$ cat src/rtl/dbg_match_pkg.sv
package dbg_match_pkg;
   localparam int NUM_BUSES = 4;

   typedef enum logic [1:0] {
      SP_PROG  = 2'd0,
      SP_IDATA = 2'd1,
      SP_XDATA = 2'd2,
      SP_SFR   = 2'd3
   } space_e;
endpackage

$ cat src/rtl/dbg_match_slot.sv
module dbg_match_slot
   import dbg_match_pkg::*;
#(
   parameter int ADDR_W      = 16,
   parameter int DATA_W      = 8,
   parameter bit DATA_CMP_EN = 1'b1
) (
   input  logic                          clk,
   input  logic                          rst_n,
   input  logic                          load_i,
   input  logic                          en_i,
   input  logic [1:0]                    space_i,
   input  logic [ADDR_W-1:0]             addr_i,
   input  logic [DATA_W-1:0]             data_i,
   input  logic                          dcmp_i,
   input  logic                          rd_i,
   input  logic                          wr_i,
   input  logic [NUM_BUSES-1:0]          bus_rd_i,
   input  logic [NUM_BUSES-1:0]          bus_wr_i,
   input  logic [NUM_BUSES*ADDR_W-1:0]   bus_addr_i,
   input  logic [NUM_BUSES*DATA_W-1:0]   bus_data_i,
   input  logic                          host_acc_i,
   output logic                          fire_o
);
   logic              en_q, dcmp_q, rd_q, wr_q;
   space_e            space_q;
   logic [ADDR_W-1:0] addr_q;
   logic [DATA_W-1:0] data_q;

   always_ff @(posedge clk or negedge rst_n) begin
      if (!rst_n) begin
         en_q    <= 1'b0;
         space_q <= SP_PROG;
         addr_q  <= '0;
         data_q  <= '0;
         dcmp_q  <= 1'b0;
         rd_q    <= 1'b0;
         wr_q    <= 1'b0;
      end else if (load_i) begin
         en_q    <= en_i;
         space_q <= space_e'(space_i);
         addr_q  <= addr_i;
         data_q  <= data_i;
         dcmp_q  <= dcmp_i;
         rd_q    <= rd_i;
         wr_q    <= wr_i;
      end
   end

   logic              sel_rd, sel_wr, is_prog, addr_hit, type_hit, data_ok;
   logic [ADDR_W-1:0] sel_addr;
   logic [DATA_W-1:0] sel_data;

   always_comb begin
      sel_rd   = bus_rd_i[space_q];
      sel_wr   = bus_wr_i[space_q];
      sel_addr = bus_addr_i[space_q*ADDR_W +: ADDR_W];
      sel_data = bus_data_i[space_q*DATA_W +: DATA_W];
      is_prog  = (space_q == SP_PROG);
      addr_hit = (sel_addr == addr_q);
      // fetches count as reads; program-space writes never qualify
      type_hit = (sel_rd & rd_q) | (sel_wr & wr_q & ~is_prog);
   end

   generate
      if (DATA_CMP_EN) begin : g_dcmp
         assign data_ok = is_prog | ~dcmp_q | (sel_data == data_q);
      end else begin : g_nodcmp
         logic unused_data;
         assign unused_data = ^{sel_data, data_q, dcmp_q};
         assign data_ok = 1'b1;
      end
   endgenerate

   assign fire_o = en_q & ~host_acc_i & type_hit & addr_hit & data_ok;

   // a firing slot always sees a strobe on its own bus
   a_r4_fire_needs_strobe: assert property (@(posedge clk) disable iff (!rst_n)
      fire_o |-> (bus_rd_i[space_q] | bus_wr_i[space_q]));
endmodule

$ cat src/rtl/dbg_first_hit.sv
module dbg_first_hit #(
   parameter int N     = 4,
   parameter int IDX_W = 2
) (
   input  logic [N-1:0]     req_i,
   output logic             any_o,
   output logic [IDX_W-1:0] idx_o
);
   generate
      if (N == 1) begin : g_single
         assign any_o = req_i[0];
         assign idx_o = '0;
      end else begin : g_multi
         always_comb begin
            idx_o = '0;
            for (int k = N - 1; k >= 0; k--) begin
               if (req_i[k]) idx_o = IDX_W'(k);
            end
         end
         assign any_o = |req_i;
      end
   endgenerate

   // the reported slot is one that actually requested
   always_comb begin
      a_r8_idx_valid: assert (!any_o || req_i[idx_o]);
   end
endmodule

$ cat src/rtl/dbg_halt_ctl.sv
module dbg_halt_ctl #(
   parameter int IDX_W = 2
) (
   input  logic             clk,
   input  logic             rst_n,
   input  logic             fire_i,
   input  logic [IDX_W-1:0] fire_idx_i,
   input  logic             clr_i,
   output logic             halt_o,
   output logic [IDX_W-1:0] hit_idx_o
);
   always_ff @(posedge clk or negedge rst_n) begin
      if (!rst_n) begin
         halt_o    <= 1'b0;
         hit_idx_o <= '0;
      end else if (fire_i && (!halt_o || clr_i)) begin
         halt_o    <= 1'b1;
         hit_idx_o <= fire_idx_i;
      end else if (clr_i) begin
         halt_o    <= 1'b0;
         hit_idx_o <= '0;
      end
   end

   // the request holds until cleared
   a_r7_halt_holds: assert property (@(posedge clk) disable iff (!rst_n)
      (halt_o && !clr_i) |=> halt_o);
   // a rising request always follows a firing cycle
   a_r2_halt_cause: assert property (@(posedge clk) disable iff (!rst_n)
      $rose(halt_o) |-> $past(fire_i));
   // the captured index is frozen while halted
   a_r8_idx_frozen: assert property (@(posedge clk) disable iff (!rst_n)
      (halt_o && !clr_i) |=> $stable(hit_idx_o));
endmodule

$ cat src/rtl/dbg_match_unit.sv
module dbg_match_unit
   import dbg_match_pkg::*;
#(
   parameter int NUM_SLOTS   = 4,
   parameter int ADDR_W      = 16,
   parameter int DATA_W      = 8,
   parameter bit DATA_CMP_EN = 1'b1,
   localparam int IDX_W      = (NUM_SLOTS > 1) ? $clog2(NUM_SLOTS) : 1
) (
   input  logic                          clk,
   input  logic                          rst_n,
   input  logic                          cfg_we_i,
   input  logic [IDX_W-1:0]              cfg_idx_i,
   input  logic                          cfg_en_i,
   input  logic [1:0]                    cfg_space_i,
   input  logic [ADDR_W-1:0]             cfg_addr_i,
   input  logic [DATA_W-1:0]             cfg_data_i,
   input  logic                          cfg_dcmp_i,
   input  logic                          cfg_rd_i,
   input  logic                          cfg_wr_i,
   input  logic [3:0]                    bus_rd_i,
   input  logic [3:0]                    bus_wr_i,
   input  logic [4*ADDR_W-1:0]           bus_addr_i,
   input  logic [4*DATA_W-1:0]           bus_data_i,
   input  logic                          host_acc_i,
   input  logic                          cpu_exec_i,
   input  logic                          halt_clr_i,
   output logic                          halt_req_o,
   output logic [IDX_W-1:0]              hit_idx_o,
   output logic                          code_run_o,
   output logic                          dbg_acs_o
);
   initial begin
      a_param_slots: assert (NUM_SLOTS >= 1 && NUM_SLOTS <= 32)
         else $error("NUM_SLOTS out of range");
      a_param_addr: assert (ADDR_W >= 8 && ADDR_W <= 32)
         else $error("ADDR_W out of range");
      a_param_data: assert (DATA_W >= 1 && DATA_W <= 32)
         else $error("DATA_W out of range");
      a_param_buses: assert (NUM_BUSES == 4)
         else $error("bus count mismatch");
   end

   logic [NUM_SLOTS-1:0] fire;
   logic                 any_fire;
   logic [IDX_W-1:0]     first_idx;

   generate
      for (genvar s = 0; s < NUM_SLOTS; s++) begin : g_slot
         dbg_match_slot #(
            .ADDR_W      (ADDR_W),
            .DATA_W      (DATA_W),
            .DATA_CMP_EN (DATA_CMP_EN)
         ) u_slot (
            .clk        (clk),
            .rst_n      (rst_n),
            .load_i     (cfg_we_i && (cfg_idx_i == IDX_W'(s))),
            .en_i       (cfg_en_i),
            .space_i    (cfg_space_i),
            .addr_i     (cfg_addr_i),
            .data_i     (cfg_data_i),
            .dcmp_i     (cfg_dcmp_i),
            .rd_i       (cfg_rd_i),
            .wr_i       (cfg_wr_i),
            .bus_rd_i   (bus_rd_i),
            .bus_wr_i   (bus_wr_i),
            .bus_addr_i (bus_addr_i),
            .bus_data_i (bus_data_i),
            .host_acc_i (host_acc_i),
            .fire_o     (fire[s])
         );
      end
   endgenerate

   dbg_first_hit #(.N(NUM_SLOTS), .IDX_W(IDX_W)) u_first (
      .req_i (fire),
      .any_o (any_fire),
      .idx_o (first_idx)
   );

   dbg_halt_ctl #(.IDX_W(IDX_W)) u_halt (
      .clk        (clk),
      .rst_n      (rst_n),
      .fire_i     (any_fire),
      .fire_idx_i (first_idx),
      .clr_i      (halt_clr_i),
      .halt_o     (halt_req_o),
      .hit_idx_o  (hit_idx_o)
   );

   assign code_run_o = cpu_exec_i & ~halt_req_o;
   assign dbg_acs_o  = host_acc_i;

   // debugger accesses never produce a slot fire
   a_r6_host_quiet: assert property (@(posedge clk) disable iff (!rst_n)
      host_acc_i |-> (fire == '0));
   // a halted core is never reported as running
   a_r10_halt_stops_run: assert property (@(posedge clk) disable iff (!rst_n)
      halt_req_o |-> !code_run_o);
endmodule

$ cat config.mk
export PLATFORM = sky130hd
export DESIGN_NAME = dbg_match_unit
export DESIGN_NICKNAME = d
export VERILOG_FILES = /design/src/rtl/dbg_match_pkg.sv /design/src/rtl/dbg_match_slot.sv /design/src/rtl/dbg_first_hit.sv /design/src/rtl/dbg_halt_ctl.sv /design/src/rtl/dbg_match_unit.sv
export SDC_FILE = /design/constraint.sdc
export NUM_CORES = 1
export LEC_CHECK = 0
export BUFFER_PORTS_ARGS = -buffer_cell sky130_fd_sc_hd__buf_2
export CORE_ASPECT_RATIO = 1.2
export CORE_MARGIN = 5
export CORE_UTILIZATION = 40
export CTS_CLUSTER_DIAMETER = 120
export DETAILED_ROUTE_END_ITERATION = 12
export GPL_TIMING_DRIVEN = 0
export SYNTH_ARGS = -nofsm -noshare
export SYNTH_HDL_FRONTEND = slang
export SYNTH_SLANG_ARGS = --single-unit
$ cat constraint.sdc
create_clock -name clk -period 4.9 [get_ports clk]
set_input_delay 1.47 -clock clk [delete_from_list [all_inputs] [get_ports clk]]
set_output_delay 1.47 -clock clk [all_outputs]
set_load 0.02 [all_outputs]
## After elaboration in Yosys (flattened, before gate mapping)

Cells that the tools add are included.

- Magnitude comparators: 4
- Eq/ne operators: 11
- Shift operators: 8
- Multiplexer cells: 24
- Bitwise logic cells: 51
- Reduce and logical (&&, ||, !) cells: 14

Operators by type and width:

| kind | count |
|---|---|
| $shiftx 64x7->16 | 4 |
| $shiftx 32x6->8 | 4 |
| $eq 16x16->1 | 4 |
| $eq 8x8->1 | 4 |
| $and 1x1->1 | 29 |
| $bmux 1 s2 | 8 |
| $lt 2x3->1 const B | 4 |
| $mux 2 | 6 |
| $or 1x1->1 | 12 |
| $logic_not 2->1 | 5 |
| $mux 1 | 10 |
| $not 1->1 | 10 |
| $logic_and 1x1->1 | 5 |
| $eq 2x2->1 const B | 2 |
| $reduce_or 4->1 | 1 |
| $eq 2x1->1 const B | 1 |
| $reduce_bool 2->1 | 1 |
| $logic_not 1->1 | 1 |
| $logic_or 1x1->1 | 1 |

- Register bits: 123
- Input bits: 142
- Output and inout port bits: 5

## Logic depth before layout (Yosys ltp)

Gate-level depths: netlist (run 1).

- Depth in word-level cells: 13
- Depth in mapped cells: 10
- Mapped depth without buffers: 8

## Hierarchy

Synthesis (run 1) repeated with hierarchy kept, for this count alone.

- Cells, all modules: 561
- Area total of the unflattened synthesis: 8334.2 um^2

By module, submodules not included:

| module | instances | cells each | area an instance (um^2) |
|---|---|---|---|
| dbg_match_slot | 4 | 134 | 2029.4 |
| dbg_halt_ctl | 1 | 12 | 130.1 |
| dbg_match_unit | 1 | 6 | 51.3 |
| dbg_first_hit | 1 | 7 | 35.0 |

## Worst setup path before layout (run 1)

No wires, ideal clock.

- Kind: input port to output port
- Start: input port cpu_exec_i
- End: output port code_run_o
- Arrival time: 1.797 ns
- Required time: 3.430 ns
- Path slack: 1.633 ns
- Stages on the path: 1
- Path buffers: 0
- Cells stage by stage: nor2b_1

- Word-level cells in the longest chain between the ends: 1

Ends and longest elaborated chain:

| element | line | RTL |
|---|---|---|
| start: declaration | dbg_match_unit.sv:26 | `input logic cpu_exec_i,` |
| $and 1x1->1 | dbg_match_unit.sv:91 | `assign code_run_o = cpu_exec_i & ~halt_req_o;` |
| end: declaration | dbg_match_unit.sv:30 | `output logic code_run_o,` |

Every way passes these cells.

## Worst setup path after layout (run 1)

- Start: register g_slot[2].u_slot.space_q[1]
- End: register u_halt.hit_idx_o[1]

- Word-level cells in the longest chain between the ends: 12

Ends and longest elaborated chain:

| element | line | RTL |
|---|---|---|
| start: declaration | dbg_match_slot.sv:26 | `space_e space_q;` |
| start signal: assignment | dbg_match_slot.sv:41 | `space_q <= space_e'(space_i);` |
| parallel branches: the longest is 7 deep, another holds $shiftx 64x7->16 | n/a |  |
| $and 1x1->1 * | dbg_match_slot.sv:75 | `assign fire_o = en_q & ~host_acc_i & type_hit & addr_hit & data_ok;` |
| $mux 2 (3 in series) | dbg_first_hit.sv:17 | `if (req_i[k]) idx_o = IDX_W'(k);` |
| $mux 2 | dbg_halt_ctl.sv:16 | `end else if (fire_i && (!halt_o \|\| clr_i)) begin` |
| end signal: assignment | dbg_halt_ctl.sv:18 | `hit_idx_o <= fire_idx_i;` |
| end: declaration | dbg_halt_ctl.sv:10 | `output logic [IDX_W-1:0] hit_idx_o` |

Every way passes the cells marked *. The select of a mux whose other input is x is not followed.
A chain may end at the register's enable or synchronous reset.

==> results of run 1 <==
## cells in the final DEF, fill, tap and decap left out, types with 5 or more instances in the layout
cell type and count:
dfrtp_1 123, mux2i_1 6, inv_1 7, nor2_1 5, o221ai_1 6, clkbuf_8 6
clkbuf_16 17, mux4_2 96, mux2_2 123, xnor2_1 85, nand2_1 5, nand4_1 25
xor2_1 11, buf_2 158, clkbuf_1 15, o21ai_0 6
## kinds of logic after synthesis
kind of cell / after synthesis
mux: 225
flops: 123
xor+xnor: 96
simple gates: 54
buf+inv: 44
compound gates: 26
## per-stage QoR
stage	power, mW	hold slack, ns	util [%]	worst slack [ns]	instance area, sq um
2_1_floorplan	2.35	0.471	-	1.63	8250
3_3_place_gp	2.80	0.481	46.0	0.678	9310
3_5_place_dp	2.84	0.495	46.1	1.14	9340
4_1_cts	4.18	0.507	49.2	1.52	9970
5_1_grt	4.34	0.513	49.2	1.36	9970
6_report	4.16	0.502	49.2	1.45	9970
## sequential cells by signal, summed over array words and instances (netlist names)
register and cells:
g_slot.u_slot.en_q 4, g_slot.u_slot.dcmp_q 4, u_halt.halt_o 1, g_slot.u_slot.rd_q 4, u_halt.hit_idx_o 2, g_slot.u_slot.data_q 32
g_slot.u_slot.space_q 8, g_slot.u_slot.addr_q 64, g_slot.u_slot.wr_q 4
## worst paths after layout
path / endpoint / slack, ns / depth (start not counted)
min in group asynchronous: g_slot[1].u_slot.addr_q[14] / 1.05 / 1
worst max register to register: u_halt.hit_idx_o[1] / 1.45 / 10
max in group asynchronous: g_slot[0].u_slot.data_q[7] / 3.13 / 2
worst max-delay path: u_halt.hit_idx_o[1] / 1.45 / 10
worst min-delay path: g_slot[1].u_slot.en_q / 0.50 / 1
worst min register to register: g_slot[1].u_slot.en_q / 0.50 / 1
## area by class of cell
cell class                 instances  area, sq um  area share, %
multi-input combinational        401         4970           49.9
sequential                       123         3080           30.9
timing repair buffer             146          759           7.62
clock buffer                      24          512           5.13
tap                              265          332           3.33
buffer                            37          176           1.77
clock inverter                     7          110           1.10
inverter                           7         26.3          0.264
## per-layer routing
layer,GRT usage [%],up-vias,share of wire (%)
li1,-,2566,-
met1,28.4,3120,38
met2,40.4,269,51
met3,6.33,53,7.1
met4,8.98,4,2.9
met5,0,-,0.077
## power by group through the flow
stage          logic [mW]  clock network, mW  registers [mW]
6_report             1.49               1.33            1.33
3_3_place_gp         1.46                  0            1.34
2_1_floorplan        1.03                  0            1.31
3_5_place_dp         1.49                  0            1.35
5_1_grt              1.59               1.40            1.35
4_1_cts              1.50               1.35            1.33
==> run summary, run 1 <==
outcome: finished clean
Critical Path, Cell by Cell: buf_2 > buf_1 > mux4_2 > xnor2_1 > nand4_1 > nor3_1 > nand4_1 > a41oi_2 > nor3b_1 > a31o_1
initial antenna violation count: 2
Net Sw Power: 1.32 mW
CTS tree: built
yosys warns: 0
DRC errors left: 0
cts hold-fix bufs: 0
clock slew at reported path FFs: 0.06 ns
cell area after synthesis: 0.00825 sq mm
num rows: 57
Final Max Tran Viols: 0
Period Utilization, post-route: 70.3%
vias in the first global route: 6738
drt first pass iters: 5
Final Hold Vio Count: 0
total negative slack: 0 ns
Most Frequent Cell on Critical Path: nand4_1
Post-Syn Instances: 568
n_diodes: 0
routed len/inst: 27.0 um
GR Util All Layers: 23.6%
Max transition margin: 36.3%
Synth cell types: 35
final-layout fill cell count: 1785
Post-synth top flop: dfrtp_1
worst path arrival time: 3.76 ns
Pwr per Cell Area: 417 mW/mm^2
Flop pwr share: 32.0%
Die Y: 167 um
Synth top cells by count: dfrtp_1, mux2_2, mux4_2, xnor2_1, nand4_1
simple-gate share of the synthesized area: 3.93%
worst slew pin tran: 0.956 ns
first-pass GRT wire length: 40800 um
Clock Skews: 0.00583 ns
post-synthesis mux area share: 43.7%
post-synth top area cell: dfrtp_1
largest net degree at the start of global routing: 67
# H-tree levels: 4
worst vdd ir: 0.286 mV
Compound-Gate Fraction of Synth Area: 2.43%
Tmin final: 3.45 ns
Leak: 3.96 nW
area delta synth->final: 20.8%
Clock Latency Late Sink: 0.42 ns
Worst EP required: 5.21 ns
Pint: 2.84 mW
Detailed Route Iter0 Violations: 385
r2r startpoint: g_slot[2].u_slot.space_q[1]
largest cells by area after synthesis: dfrtp_1, mux4_2, mux2_2
crit path from: g_slot[2].u_slot.space_q[1]
final non-filler cell total: 1010
CP Max Fanout: 10
Sw Ratio: 31.6%
die width: 141 um
post-CTS sizing: 0
CTS Buffer Depth: 2
crit path capture type: flip-flop
Core ar.: 0.0203 sq mm
Starting Density: 40.7%
Setup crit start kind: flip-flop
layout cells sized above 1: 55.8%
Routed WL: 27300 um
vias: 6012
delay-heaviest family, CP: buffers and inverters
xor-xnor portion of the synthesized cell area: 10.2%
Syn Nets: 710
Buf/Inv on CP: 2
Num CTS Buffers: 17
DP HPWL: 20400 um
CP max-delay cell: buf_1
sequential-to-total area share from yosys stat: 37.3%
post-synth top area share: 37.3%
drt via density: 5.95
Peak Freq: 290 MHz
clk sinks: 123
post-route ant nets: 0
#FFs+latches synth: 123
I/O pins: 147
WS Path Type: flip-flop to flip-flop
routability cong.: 0.902
combinational power share: 35.9%
RSZ-0062 raised after global routing: no
port bufs: 145
Hold Startpoint: g_slot[1].u_slot.en_q
number of synthesized flops with an enable pin: 0
largest family of logic cells by synthesized area: multiplexers
maxcap violations: 0
post-CTS setup buffers: 0
endpoints failing setup: 0
slowest stage delay, CP: 0.75 ns
Root Driver: clkbuf_16
Mean Syn Cell Area: 14.5 sq um
DIE AREA: 0.0236 sq mm
Post-Synth Adder-Cell Area: 0%
grt total ovfl: 0
Async SR Flop Fraction: 100%
dpl cells: 979
clock power share: 32.1%
final net count: 875
Hold WC Path Type: flip-flop to flip-flop
Power figures use the tool's default switching activity.
==> inputs of run 2 (changes only) <==
--- a/config.mk
+++ b/config.mk
@@ -5,6 +5,7 @@
 export SDC_FILE = /design/constraint.sdc
 export NUM_CORES = 1
 export LEC_CHECK = 0
+export ABC_AREA = 1
 export BUFFER_PORTS_ARGS = -buffer_cell sky130_fd_sc_hd__buf_2
 export CORE_ASPECT_RATIO = 1.2
 export CORE_MARGIN = 5
==> constraint.sdc (replaced) <==
create_clock -name clk -period 3.5 [get_ports clk]
set_input_delay 1.05 -clock clk [delete_from_list [all_inputs] [get_ports clk]]
set_output_delay 1.05 -clock clk [all_outputs]
set_load 0.02 [all_outputs]
==> run 2 against run 1 <==
  * Worst setup slack got worse by 0.74 ns
  * Largest cell class unchanged
  * Wire length increased by 79%
  * Maximum frequency increased by 24%
  * Sequential cell count unchanged
  * Critical path depth increased by 6
  * Critical endpoint is now u_halt.hit_idx_o[0]
  * Cell count increased by 130%
  * Total power increased by 56%
==> run summary, run 2 <==
outcome: finished clean
# H-tree levels: 4 (unchanged)
initial antenna violation count: 0 (-2)
total negative slack: 0 ns (unchanged)
final net count: 2105 (+140%)
commonest non-fill, non-tap cells in the layout: nand2_1, nand3_1, buf_2
FF-to-FF path depth: 16 (+6)
dpl cells: 2274 (+130%)
I/O pins: 147 (unchanged)
drt first pass iters: 6 (+1)
post-route ant nets: 0 (unchanged)
post-place setup slack: 0.677 ns (-0.458 ns)
clock slew at reported path FFs: 0.07 ns (about the same)
number of synthesized flops with an enable pin: 0 (unchanged)
#FFs+latches synth: 123 (unchanged)
DP HPWL: 35400 um (+74%)
area delta synth->final: 17.0%
commonest non-fill, non-tap cell in the layout: nand2_1
cts hold-fix bufs: 0 (unchanged)
final core occ: 47.5% (-1.7 points)
worst vdd ir: 0.302 mV (+5.7%)
Period Utilization, post-route: 79.5% (+9.2 points)
crit path capture type: flip-flop
port bufs: 145 (unchanged)
Root Driver: clkbuf_16
largest net degree at the start of global routing: 71 (+6.0%)
Max transition margin: 37.7% (+1.4 points)
GR Util All Layers: 33.0% (+9.4 points)
Final Max Tran Viols: 0 (unchanged)
Worst EP required: 3.87 ns (-1.34 ns)
CTS tree: built
Leak: 6.73 nW (+70%)
hold_ws: 0.497 ns (-0.00552 ns)
post-synth top area share: 32.8% (-4.5 points)
first-pass GRT wire length: 72600 um (+78%)
vias: 12700 (+110%)
post-synth top area cell: nand2_1
Async SR Flop Fraction: 100% (unchanged)
final-layout fill cell count: 2742 (+54%)
Clock Latency Late Sink: 0.44 ns (+0.02 ns)
r2r startpoint: g_slot[1].u_slot.space_q[1]
drt via density: 5.52 (-7.3%)
Hold Startpoint: g_slot[2].u_slot.en_q
Worst setup endpoint: u_halt.hit_idx_o[0]
slowest stage delay, CP: 0.46 ns (-0.29 ns)
n_diodes: 0 (unchanged)
Die Y: 186 um (+11%)
Hold WC Path Type: flip-flop to flip-flop
RSZ-0062 raised after global routing: no
worst slew pin tran: 0.934 ns (-0.0215 ns)
maxcap violations: 0 (unchanged)
num rows: 64 (+12%)
combinational power share: 43.2% (+7.3 points)
Detailed Route Iter0 Violations: 1434 (+270%)
total power: 6.48 mW (+56%)
Pwr per Cell Area: 534 mW/mm^2 (+28%)
Routed WL: 48700 um (+79%)
Synth top cells by count: nand2_1, nand3_1, o21ai_0, dfrtp_1, inv_1
Pint: 3.60 mW (+27%)
reg2reg setup slack: 0.72 ns (-0.74 ns)
largest cells by area after synthesis: nand2_1, dfrtp_1, nand3_1
clock power share: 28.7% (-3.4 points)
Core ar.: 0.0255 sq mm (+26%)
Synth cell types: 22 (-37%)
Flop pwr share: 28.1% (-3.9 points)
count leader, synth: nand2_1
endpoints failing setup: 0 (unchanged)
Biggest register: g_slot.u_slot.addr_q
Setup crit start kind: flip-flop
CTS Buffer Depth: 2 (unchanged)
cell area after synthesis: 0.0104 sq mm (+26%)
worst path arrival time: 3.15 ns (-0.61 ns)
routability cong.: 0.998 (+11%)
Syn Nets: 1940 (+170%)
Post-Syn Instances: 1798 (+220%)
Net Sw Power: 2.88 mW (+120%)
crit path from: g_slot[1].u_slot.space_q[1]
design area: 0.0121 sq mm (+22%)
Clock Skews: 0.0113 ns (+0.00550 ns)
CP Max Fanout: 10 (unchanged)
yosys warns: 0 (unchanged)
max reg flops: 64 (unchanged)
vias in the first global route: 12100 (+79%)
clk sinks: 123 (unchanged)
layout cells sized above 1: 12.9% (-43 points)
DIE AREA: 0.0293 sq mm (+24%)
Critical Path, Cell by Cell: inv_1 > buf_2 > nand3_1 > nand2_1 > nand2_1 > nand2_1 > nand3_1 > nor2_1 > nand2_1 > nor2_1 > nand3_1 > nand2_1 > nor2_1 > nor2_1 > nand2_1 > nand2_1
final non-filler cell total: 2306 (+130%)
Most Frequent Cell on Critical Path: nand2_1
post-CTS sizing: 0 (unchanged)
DRC errors left: 0 (unchanged)
placed cell areas: 0.0115 sq mm (+24%)
sequential-to-total area share from yosys stat: 29.7% (-7.6 points)
Peak Freq: 359 MHz (+24%)
Sw Ratio: 44.4% (+13 points)
Post-synth top flop: dfrtp_1
CP max-delay cell: buf_2
Starting Density: 40.6% (-0.14 points)
Num CTS Buffers: 17 (unchanged)
WS Path Type: flip-flop to flip-flop
Tmin final: 2.78 ns (-0.662 ns)
Final Hold Vio Count: 0 (unchanged)
die width: 157 um (+11%)
Worst R2R End: u_halt.hit_idx_o[0]
routed len/inst: 21.1 um (-22%)
grt total ovfl: 0 (unchanged)
post-route setup slack: 0.717 ns (-0.738 ns)
biggest regs: g_slot.u_slot.addr_q x64, g_slot.u_slot.data_q x32, g_slot.u_slot.space_q x8
post-CTS setup buffers: 0 (unchanged)
Mean Syn Cell Area: 5.77 sq um (-60%)
## run 2: cell types whose count changed in the layout (fill, tap and decap cells not counted), sizes merged, moves of 6 or more
cell,before,now
nand2,5,907
nand3,3,272
mux2,123,0
o21ai,6,124
inv,7,118
mux4,96,0
nor2,5,92
xnor2,85,0
nand3b,2,54
buf,168,211
nand4,25,13
xor2,11,1
mux2i,6,0
o221ai,6,0
## run 2: power by group through the flow
stage               combinational [mW]  clock, mW  sequential (mW)
CTS                               2.72       1.85             1.81
detailed placement                2.72          0             1.84
global placement                  2.67          0             1.83
global route                      3.09       1.91             1.85
finish                            2.80       1.86             1.82
floorplan                         1.80          0             1.78
## run 2: layout make-up
| class | count | area [sq um] | share of cell area (%) |
|---|---|---|---|
| multi-input combinational | 1473 | 6330 | 52.1 |
| sequential | 123 | 3080 | 25.4 |
| timing repair buffer | 146 | 759 | 6.26 |
| buffer | 89 | 542 | 4.46 |
| inverter | 113 | 427 | 3.52 |
| clock buffer | 17 | 425 | 3.51 |
| tap | 330 | 413 | 3.40 |
| clock inverter | 15 | 163 | 1.34 |
## run 2: worst max-delay path: cells and delay by family, from the launching register on
family,cells,cell delay [ns]
simple gates,14,1.64
buf+inv,2,0.71
flops,1,0.38
## run 2: worst min-delay path by stage
stage	to	slack, ns	cells after the start
floorplan	g_slot[0].u_slot.dcmp_q	0.45	2
global placement	g_slot[3].u_slot.en_q	0.47	2
detailed placement	g_slot[2].u_slot.en_q	0.48	2
CTS	g_slot[2].u_slot.en_q	0.50	2
global route	g_slot[0].u_slot.addr_q[6]	0.52	2
finish	g_slot[2].u_slot.en_q	0.50	2
## run 2: logic make-up (layout without fill, tap and decap cells)
kind of cell | Yosys count | in the layout | share of synthesized area (%)
compound gates | 132 | 132 | 6.51
xor+xnor | 1 | 1 | 0.0844
buf+inv | 202 | 380 | 9.34
simple gates | 1340 | 1340 | 54.4
flops | 123 | 123 | 29.7
## run 2: per-layer routing
layer / wire (um) / part of all wire (%) / track usage [%] / vias up
li1: - / - / - / 6073
met1: 19100 / 39 / 42.9 / 5759
met2: 21900 / 45 / 51.7 / 724
met3: 4620 / 9.5 / 5.56 / 169
met4: 3070 / 6.3 / 18.6 / 0
met5: 0 / 0 / 0 / -
